**config.mk**
```make
export PLATFORM = sky130hd
export DESIGN_NAME = sa_wb_cache
export DESIGN_NICKNAME = d
export VERILOG_FILES = /design/src/rtl/cache_pkg.sv /design/src/rtl/cache_tag_store.sv /design/src/rtl/cache_data_store.sv /design/src/rtl/cache_ctrl.sv /design/src/rtl/sa_wb_cache.sv
export SDC_FILE = /design/constraint.sdc
export NUM_CORES = 1
export LEC_CHECK = 0
export CAP_MARGIN = 10
export CORE_ASPECT_RATIO = 0.5
export CORE_UTILIZATION = 43
export CTS_CLUSTER_SIZE = 12
export DETAILED_ROUTE_END_ITERATION = 10
export PLACE_DENSITY_LB_ADDON = 0.15
export SETUP_SLACK_MARGIN = 0.15
export SLEW_MARGIN = 20
export SYNTH_ARGS = -nofsm -noshare
export SYNTH_HDL_FRONTEND = slang
export SYNTH_SLANG_ARGS = --single-unit
```
**constraint.sdc**
```tcl
create_clock -name clk -period 5.6 [get_ports clk]
set_input_delay 1.12 -clock clk [delete_from_list [all_inputs] [get_ports clk]]
set_output_delay 1.12 -clock clk [all_outputs]
set_load 0.1 [all_outputs]
```
**src/rtl/cache_pkg.sv**
```systemverilog
package cache_pkg;

    typedef enum logic [1:0] {
        CS_IDLE   = 2'd0,
        CS_LOOKUP = 2'd1,
        CS_EVICT  = 2'd2,
        CS_REFILL = 2'd3
    } cache_state_e;

    localparam int unsigned NWAYS = 2;

endpackage

```
**src/rtl/cache_tag_store.sv**
```systemverilog
module cache_tag_store #(
    parameter int unsigned TAG_W = 7,
    parameter int unsigned SET_W = 1
) (
    input  logic             clk,
    input  logic             rst_n,
    input  logic [SET_W-1:0] look_set,
    input  logic [TAG_W-1:0] look_tag,
    output logic             hit,
    output logic             hit_way,
    output logic             vict_way,
    output logic             vict_valid,
    output logic             vict_dirty,
    output logic [TAG_W-1:0] vict_tag,
    input  logic             touch_en,
    input  logic             mark_dirty,
    input  logic             fill_en
);
    import cache_pkg::*;

    localparam int unsigned NSETS = 1 << SET_W;

    logic [TAG_W-1:0] tag_q   [NSETS][NWAYS];
    logic             valid_q [NSETS][NWAYS];
    logic             dirty_q [NSETS][NWAYS];
    logic             lru_q   [NSETS];
    logic [NWAYS-1:0] hit_vec;

    for (genvar w = 0; w < NWAYS; w++) begin : g_cmp
        assign hit_vec[w] = valid_q[look_set][w] && (tag_q[look_set][w] == look_tag);
    end

    always_comb begin
        hit      = |hit_vec;
        hit_way  = hit_vec[1];
        if (!valid_q[look_set][0])      vict_way = 1'b0;
        else if (!valid_q[look_set][1]) vict_way = 1'b1;
        else                            vict_way = lru_q[look_set];
        vict_valid = valid_q[look_set][vict_way];
        vict_dirty = dirty_q[look_set][vict_way];
        vict_tag   = tag_q[look_set][vict_way];
    end

    always_ff @(posedge clk or negedge rst_n) begin
        if (!rst_n) begin
            for (int s = 0; s < NSETS; s++) begin
                lru_q[s] <= 1'b0;
                for (int w = 0; w < NWAYS; w++) begin
                    tag_q[s][w]   <= '0;
                    valid_q[s][w] <= 1'b0;
                    dirty_q[s][w] <= 1'b0;
                end
            end
        end else begin
            if (fill_en) begin
                tag_q[look_set][vict_way]   <= look_tag;
                valid_q[look_set][vict_way] <= 1'b1;
                dirty_q[look_set][vict_way] <= 1'b0;
                lru_q[look_set]             <= ~vict_way;
            end else if (touch_en) begin
                lru_q[look_set] <= ~hit_way;
                if (mark_dirty) dirty_q[look_set][hit_way] <= 1'b1;
            end
        end
    end

    a_r9_single_way_hit: assert property (@(posedge clk) disable iff (!rst_n)
        $onehot0(hit_vec));

    a_r9_fill_installs: assert property (@(posedge clk) disable iff (!rst_n)
        fill_en |=> hit);

    a_r5_dirty_after_write: assert property (@(posedge clk) disable iff (!rst_n)
        (touch_en && mark_dirty) |=> (hit && vict_valid) || !hit || dirty_q[$past(look_set)][$past(hit_way)]);

endmodule

```
**src/rtl/cache_data_store.sv**
```systemverilog
module cache_data_store #(
    parameter int unsigned SET_W  = 1,
    parameter int unsigned WORD_W = 32,
    parameter int unsigned WORDS  = 4
) (
    input  logic                      clk,
    input  logic [SET_W-1:0]          set_idx,
    input  logic                      hit_way,
    input  logic                      vict_way,
    input  logic [$clog2(WORDS)-1:0]  word_sel,
    output logic [WORD_W-1:0]         rd_word,
    output logic [WORD_W*WORDS-1:0]   vict_line,
    input  logic                      wr_word_en,
    input  logic [WORD_W-1:0]         wr_word,
    input  logic                      fill_en,
    input  logic [WORD_W*WORDS-1:0]   fill_line
);
    import cache_pkg::*;

    localparam int unsigned NSETS  = 1 << SET_W;
    localparam int unsigned LINE_W = WORD_W * WORDS;

    logic [LINE_W-1:0] line_q [NSETS][NWAYS];

    assign rd_word   = line_q[set_idx][hit_way][word_sel*WORD_W +: WORD_W];
    assign vict_line = line_q[set_idx][vict_way];

    always_ff @(posedge clk) begin
        if (fill_en)
            line_q[set_idx][vict_way] <= fill_line;
        else if (wr_word_en)
            line_q[set_idx][hit_way][word_sel*WORD_W +: WORD_W] <= wr_word;
    end

endmodule

```
**src/rtl/cache_ctrl.sv**
```systemverilog
module cache_ctrl #(
    parameter int unsigned ADDR_W = 12,
    parameter int unsigned SET_W  = 1,
    parameter int unsigned WORD_W = 32,
    parameter int unsigned WORDS  = 4
) (
    input  logic                      clk,
    input  logic                      rst_n,
    input  logic                      cpu_req,
    input  logic                      cpu_we,
    input  logic [ADDR_W-1:0]         cpu_addr,
    input  logic [WORD_W-1:0]         cpu_wdata,
    output logic                      cpu_ready,
    output logic                      mem_req,
    output logic                      mem_we,
    output logic [ADDR_W-1:0]         mem_addr,
    input  logic                      mem_ack,
    output logic [SET_W-1:0]          look_set,
    output logic [ADDR_W-SET_W-$clog2(WORDS)-$clog2(WORD_W/8)-1:0] look_tag,
    output logic [$clog2(WORDS)-1:0]  word_sel,
    output logic [WORD_W-1:0]         wdata_q,
    input  logic                      hit,
    input  logic                      vict_valid,
    input  logic                      vict_dirty,
    input  logic [ADDR_W-SET_W-$clog2(WORDS)-$clog2(WORD_W/8)-1:0] vict_tag,
    output logic                      touch_en,
    output logic                      mark_dirty,
    output logic                      wr_word_en,
    output logic                      fill_en
);
    import cache_pkg::*;

    localparam int unsigned BSEL_W = $clog2(WORD_W / 8);
    localparam int unsigned WSEL_W = $clog2(WORDS);
    localparam int unsigned OFFS_W = BSEL_W + WSEL_W;
    localparam int unsigned TAG_W  = ADDR_W - SET_W - OFFS_W;

    cache_state_e state_q, state_d;
    logic [ADDR_W-1:0] addr_q;
    logic              we_q;

    assign look_tag = addr_q[ADDR_W-1 -: TAG_W];
    assign look_set = addr_q[OFFS_W +: SET_W];
    assign word_sel = addr_q[BSEL_W +: WSEL_W];

    always_ff @(posedge clk or negedge rst_n) begin
        if (!rst_n) begin
            state_q <= CS_IDLE;
            addr_q  <= '0;
            we_q    <= 1'b0;
            wdata_q <= '0;
        end else begin
            state_q <= state_d;
            if (state_q == CS_IDLE && cpu_req) begin
                addr_q  <= cpu_addr;
                we_q    <= cpu_we;
                wdata_q <= cpu_wdata;
            end
        end
    end

    always_comb begin
        state_d = state_q;
        unique case (state_q)
            CS_IDLE:   if (cpu_req) state_d = CS_LOOKUP;
            CS_LOOKUP: begin
                if (hit)                          state_d = CS_IDLE;
                else if (vict_valid && vict_dirty) state_d = CS_EVICT;
                else                              state_d = CS_REFILL;
            end
            CS_EVICT:  if (mem_ack) state_d = CS_REFILL;
            CS_REFILL: if (mem_ack) state_d = CS_LOOKUP;
        endcase
    end

    always_comb begin
        cpu_ready  = 1'b0;
        mem_req    = 1'b0;
        mem_we     = 1'b0;
        mem_addr   = {look_tag, look_set, {OFFS_W{1'b0}}};
        touch_en   = 1'b0;
        mark_dirty = 1'b0;
        wr_word_en = 1'b0;
        fill_en    = 1'b0;
        unique case (state_q)
            CS_IDLE: ;
            CS_LOOKUP: begin
                cpu_ready  = hit;
                touch_en   = hit;
                mark_dirty = hit && we_q;
                wr_word_en = hit && we_q;
            end
            CS_EVICT: begin
                mem_req  = 1'b1;
                mem_we   = 1'b1;
                mem_addr = {vict_tag, look_set, {OFFS_W{1'b0}}};
            end
            CS_REFILL: begin
                mem_req = 1'b1;
                fill_en = mem_ack;
            end
        endcase
    end

    a_r10_no_ready_with_mem: assert property (@(posedge clk) disable iff (!rst_n)
        mem_req |-> !cpu_ready);

    a_r10_mem_held: assert property (@(posedge clk) disable iff (!rst_n)
        (mem_req && !mem_ack) |=> mem_req && $stable(mem_we) && $stable(mem_addr));

    a_r7_wb_only_dirty: assert property (@(posedge clk) disable iff (!rst_n)
        mem_we |-> (vict_valid && vict_dirty));

    a_r7_wb_then_fill: assert property (@(posedge clk) disable iff (!rst_n)
        (mem_req && mem_we && mem_ack) |=> (mem_req && !mem_we));

    a_r3_hit_no_mem: assert property (@(posedge clk) disable iff (!rst_n)
        (cpu_ready && touch_en) |=> !mem_req);

endmodule

```
**src/rtl/sa_wb_cache.sv**
```systemverilog
module sa_wb_cache #(
    parameter int unsigned ADDR_W = 12,
    parameter int unsigned SET_W  = 1,
    parameter int unsigned WORD_W = 32,
    parameter int unsigned WORDS  = 4
) (
    input  logic                    clk,
    input  logic                    rst_n,
    input  logic                    cpu_req,
    input  logic                    cpu_we,
    input  logic [ADDR_W-1:0]       cpu_addr,
    input  logic [WORD_W-1:0]       cpu_wdata,
    output logic                    cpu_ready,
    output logic [WORD_W-1:0]       cpu_rdata,
    output logic                    mem_req,
    output logic                    mem_we,
    output logic [ADDR_W-1:0]       mem_addr,
    output logic [WORD_W*WORDS-1:0] mem_wline,
    input  logic                    mem_ack,
    input  logic [WORD_W*WORDS-1:0] mem_rline
);
    localparam int unsigned WSEL_W = $clog2(WORDS);
    localparam int unsigned OFFS_W = WSEL_W + $clog2(WORD_W / 8);
    localparam int unsigned TAG_W  = ADDR_W - SET_W - OFFS_W;

    logic [SET_W-1:0]  look_set;
    logic [TAG_W-1:0]  look_tag, vict_tag;
    logic [WSEL_W-1:0] word_sel;
    logic [WORD_W-1:0] wdata_q;
    logic hit, hit_way, vict_way, vict_valid, vict_dirty;
    logic touch_en, mark_dirty, wr_word_en, fill_en;

    cache_ctrl #(.ADDR_W(ADDR_W), .SET_W(SET_W), .WORD_W(WORD_W), .WORDS(WORDS)) u_ctrl (
        .clk(clk), .rst_n(rst_n),
        .cpu_req(cpu_req), .cpu_we(cpu_we), .cpu_addr(cpu_addr), .cpu_wdata(cpu_wdata),
        .cpu_ready(cpu_ready),
        .mem_req(mem_req), .mem_we(mem_we), .mem_addr(mem_addr), .mem_ack(mem_ack),
        .look_set(look_set), .look_tag(look_tag), .word_sel(word_sel), .wdata_q(wdata_q),
        .hit(hit), .vict_valid(vict_valid), .vict_dirty(vict_dirty), .vict_tag(vict_tag),
        .touch_en(touch_en), .mark_dirty(mark_dirty), .wr_word_en(wr_word_en), .fill_en(fill_en)
    );

    cache_tag_store #(.TAG_W(TAG_W), .SET_W(SET_W)) u_tags (
        .clk(clk), .rst_n(rst_n),
        .look_set(look_set), .look_tag(look_tag),
        .hit(hit), .hit_way(hit_way), .vict_way(vict_way),
        .vict_valid(vict_valid), .vict_dirty(vict_dirty), .vict_tag(vict_tag),
        .touch_en(touch_en), .mark_dirty(mark_dirty), .fill_en(fill_en)
    );

    cache_data_store #(.SET_W(SET_W), .WORD_W(WORD_W), .WORDS(WORDS)) u_data (
        .clk(clk), .set_idx(look_set), .hit_way(hit_way), .vict_way(vict_way),
        .word_sel(word_sel), .rd_word(cpu_rdata), .vict_line(mem_wline),
        .wr_word_en(wr_word_en), .wr_word(wdata_q),
        .fill_en(fill_en), .fill_line(mem_rline)
    );

endmodule

```
==> metrics.yaml <==
run_status:
  outcome: "finished, final reports clean"
floorplanning:
  initial_core_util_pct: 43.9
  dieArea_um2: 70100
  rows: 67
  coreArea_um2: 67600
  die_x_um: 374
  ios: 352
  chipHeight_um: 188
clocking:
  clk_path_buf_depth: 3
  cts_sinks: 595
  cts-root-buf: "clkbuf_16"
  ctsResizeCount: 0
  cts_setup_buffers: 0
  cts_tree: "done"
  path_clk_slew_ns: 0.06
  clock_latency_ns: 0.62
  numCtsBuffers: 57
  postCtsHoldBufs: 0
  cts-htree-levels: 2
cells_and_area:
  layout_common_cells: "512 x edfxtp_1, 397 x nand2_1, 260 x o21ai_0, 260 x mux4_2, 186 x buf_4"
  final_common_cell: "edfxtp_1"
  fillers: 5552
  register_area_um2: 17500
  multiInputGateArea_um2: 11700
  syn2layout_area_growth_pct: 21.1
  final_layout_size_suffix_gt1_share_pct: 28.6
  fin_nets: 2471
routing:
  wl_met2_mm: 45.3
  post_drt_wl_per_cell_um: 27.2
  top_layer_used: "met4"
  totalWireLength_mm: 87.9
  wl_met3_mm: 5.06
  dr.pass1.iters: 5
  postRouteAntennaNets: 0
  drt_iter0_drc: 1762
  wl_met1_mm: 34.4
  drc_errors: 0
  dr_total_vias: 18896
  viasPerCell: 5.84
placed_design:
  preCtsSetupSlack_ns: 1.06
  hpwlAfterDp_mm: 57.8
  port_buffers: 345
  finalWeightedCongestion: 0.782
logic_synthesis:
  yosysSeqAreaShare_pct: 58.8
  synth_edf_count: 512
  ys.flop_type: "edfxtp_1"
  synth.cell_area_um2: 29700
  synthCells: 1986
  ys_types: 46
  synth_seq_cells: 595
  syn_avg_cell_area_um2: 14.9
  async_reset_ff_share_pct: 13.9
  ys_warn_count: 0
pwr:
  comb_power_share_pct: 56.5
  seqPwrFrac_pct: 27.3
  switching_share_pct: 48.9
  ir_drop_v: 0.000493
  p_leak_nw: 13.0
  p_sw_mw: 10.9
  power_frac_clock_pct: 16.2
  p_per_area_nw_per_um2: 624
  internal_power_mw: 11.5
timing:
  slew_headroom_pct: 33.3
  hold_violations: 0
  setup_viol: 0
  fin_ws_ns: 0.451
  finalSetupTns_ns: 0
  worstMarginPinSlew_ns: 0.998
  period_share_pct: 92.0
  skew_ns: 0.0306
  maxSlewViolCount: 0
  min_period_ns: 5.15
  clock.fmax_ghz: 0.194
  rsz0062_at_grt: "no"
global_routing:
  overflow: 0
  grt_pass1_vias: 19489
  gr-usage-all-layers_pct: 25.1
  grt_max_degree: 101
  grt_first_pass_wirelength_mm: 127
  antenna_found_initial: 4
hold_path:
  hold_depth: 2
  hold_path_class: "flop to flop"
worst_setup_path:
  r2r_cells: 7
  critical_path_class: "flop to primary output"
  cp.required_ns: 4.48
  crit_fanout: 32
  critical_path.startpoint_type: "flop"
  worstPathArrival_ns: 4.03
  end_kind: "primary output"
job:
  maxCapViolations: 0
==> synthesized netlist by cell type, types with 5 or more instances <==
| cell | count | share of area, % |
|---|---|---|
| mux2i_1 | 113 | 3.8 |
| xnor2_1 | 9 | 0.27 |
| buf_1 | 7 | 0.089 |
| buf_2 | 58 | 0.98 |
| clkbuf_1 | 90 | 1.1 |
| mux2_2 | 78 | 3.0 |
| nand2_1 | 398 | 5.0 |
| nand3_1 | 6 | 0.10 |
| xor2_1 | 7 | 0.21 |
| edfxtp_1 | 512 | 52 |
| a21oi_1 | 19 | 0.32 |
| nor2_1 | 7 | 0.089 |
| nand4_1 | 5 | 0.11 |
| o21ai_0 | 260 | 4.4 |
| buf_4 | 5 | 0.13 |
| dfrtp_1 | 83 | 7.0 |
| inv_1 | 10 | 0.13 |
| mux4_2 | 260 | 20 |
| ha_1 | 9 | 0.38 |
==> metrics by stage <==
stage / instance area, um^2 / power (mW) / hold WS, ns / std cells / utilization (%)
floorplan: 29700 / 15.5 / 0.429 / 1989 / -
global placement: 34200 / 18.9 / 0.445 / 3123 / 50.7
detailed placement: 34200 / 19.0 / 0.450 / 3123 / 50.7
CTS: 35900 / 22.6 / 0.474 / 3230 / 53.2
global route: 35900 / 23.2 / 0.504 / 3234 / 53.2
finish: 35900 / 22.4 / 0.469 / 3234 / 53.2
==> path summary, 6_finish.rpt <==
path,start,slack (ns),end
hold / removal,u_tags.valid_q[2]$_DFFE_PN0P_,0.47,u_tags.valid_q[2]$_DFFE_PN0P_
setup reg to reg,u_ctrl.addr_q[4]$_DFFE_PN0P_,1.20,u_data.line_q[0][63]$_DFFE_PP_
min in group asynchronous,rst_n,0.56,u_tags.tag_q[0]$_DFFE_PN0P_
hold reg to reg,u_tags.valid_q[2]$_DFFE_PN0P_,0.47,u_tags.valid_q[2]$_DFFE_PN0P_
max in group asynchronous,rst_n,3.97,u_ctrl.addr_q[2]$_DFFE_PN0P_
setup / recovery,u_ctrl.addr_q[4]$_DFFE_PN0P_,0.45,cpu_rdata[26]
==> critical path: stages, from the launching register on <==
cell and delay, ns:
dfrtp_4 0.81, mux2i_1 0.35, xnor2_1 0.14, nor4_4 0.27, buf_4 0.22, nand2_4 0.37
buf_12 0.35, mux2i_1 0.40, mux2i_1 0.22, buf_12 0.23
==> power groups by stage <==
stage | Combinational [mW] | Sequential [mW] | Clock [mW]
2_1_floorplan | 9.84 | 5.71 | 0
3_3_place_gp | 12.7 | 6.20 | 0
3_5_place_dp | 12.8 | 6.22 | 0
4_1_cts | 12.8 | 6.13 | 3.69
5_1_grt | 13.1 | 6.18 | 3.87
6_report | 12.6 | 6.12 | 3.63
==> logic make-up (layout without fill, tap and decap cells) <==
family          after synthesis  count (layout)  synth area share (%)
flops                       595             595                  58.8
fa+ha+maj                     9               9                 0.379
mux                         451             451                  26.5
compound gates              296             296                  5.22
buf+inv                     175             519                  2.62
simple gates                443             443                  5.98
xor+xnor                     16              16                 0.472
other cells                   1               8                0.0126
==> per-layer routing <==
layer  track usage (%)  up-vias
li1                  -     8348
met1              32.1     9802
met2              43.6      612
met3              3.62      134
met4              9.12        0
met5                 0        -
==> flip-flops by register name (all words and copies together) (netlist names) <==
signal          count
u_tags.dirty_q      4
u_data.line_q     512
u_ctrl.we_q         1
u_tags.lru_q        2
u_ctrl.wdata_q     32
u_ctrl.addr_q      10
u_ctrl.state_q      2
u_tags.valid_q      4
u_tags.tag_q       28
==> final cells by class <==
type / instances / share of cell area (%)
repair buffers: 401 / 11.0
inverters: 11 / 0.115
multi-input cells: 1219 / 32.5
clock inverters: 5 / 0.0975
flip-flops and latches: 595 / 48.6
clock buffers: 102 / 4.55
diodes: 4 / 0.0279
well taps: 897 / 3.12
Power figures use the tool's default switching activity.
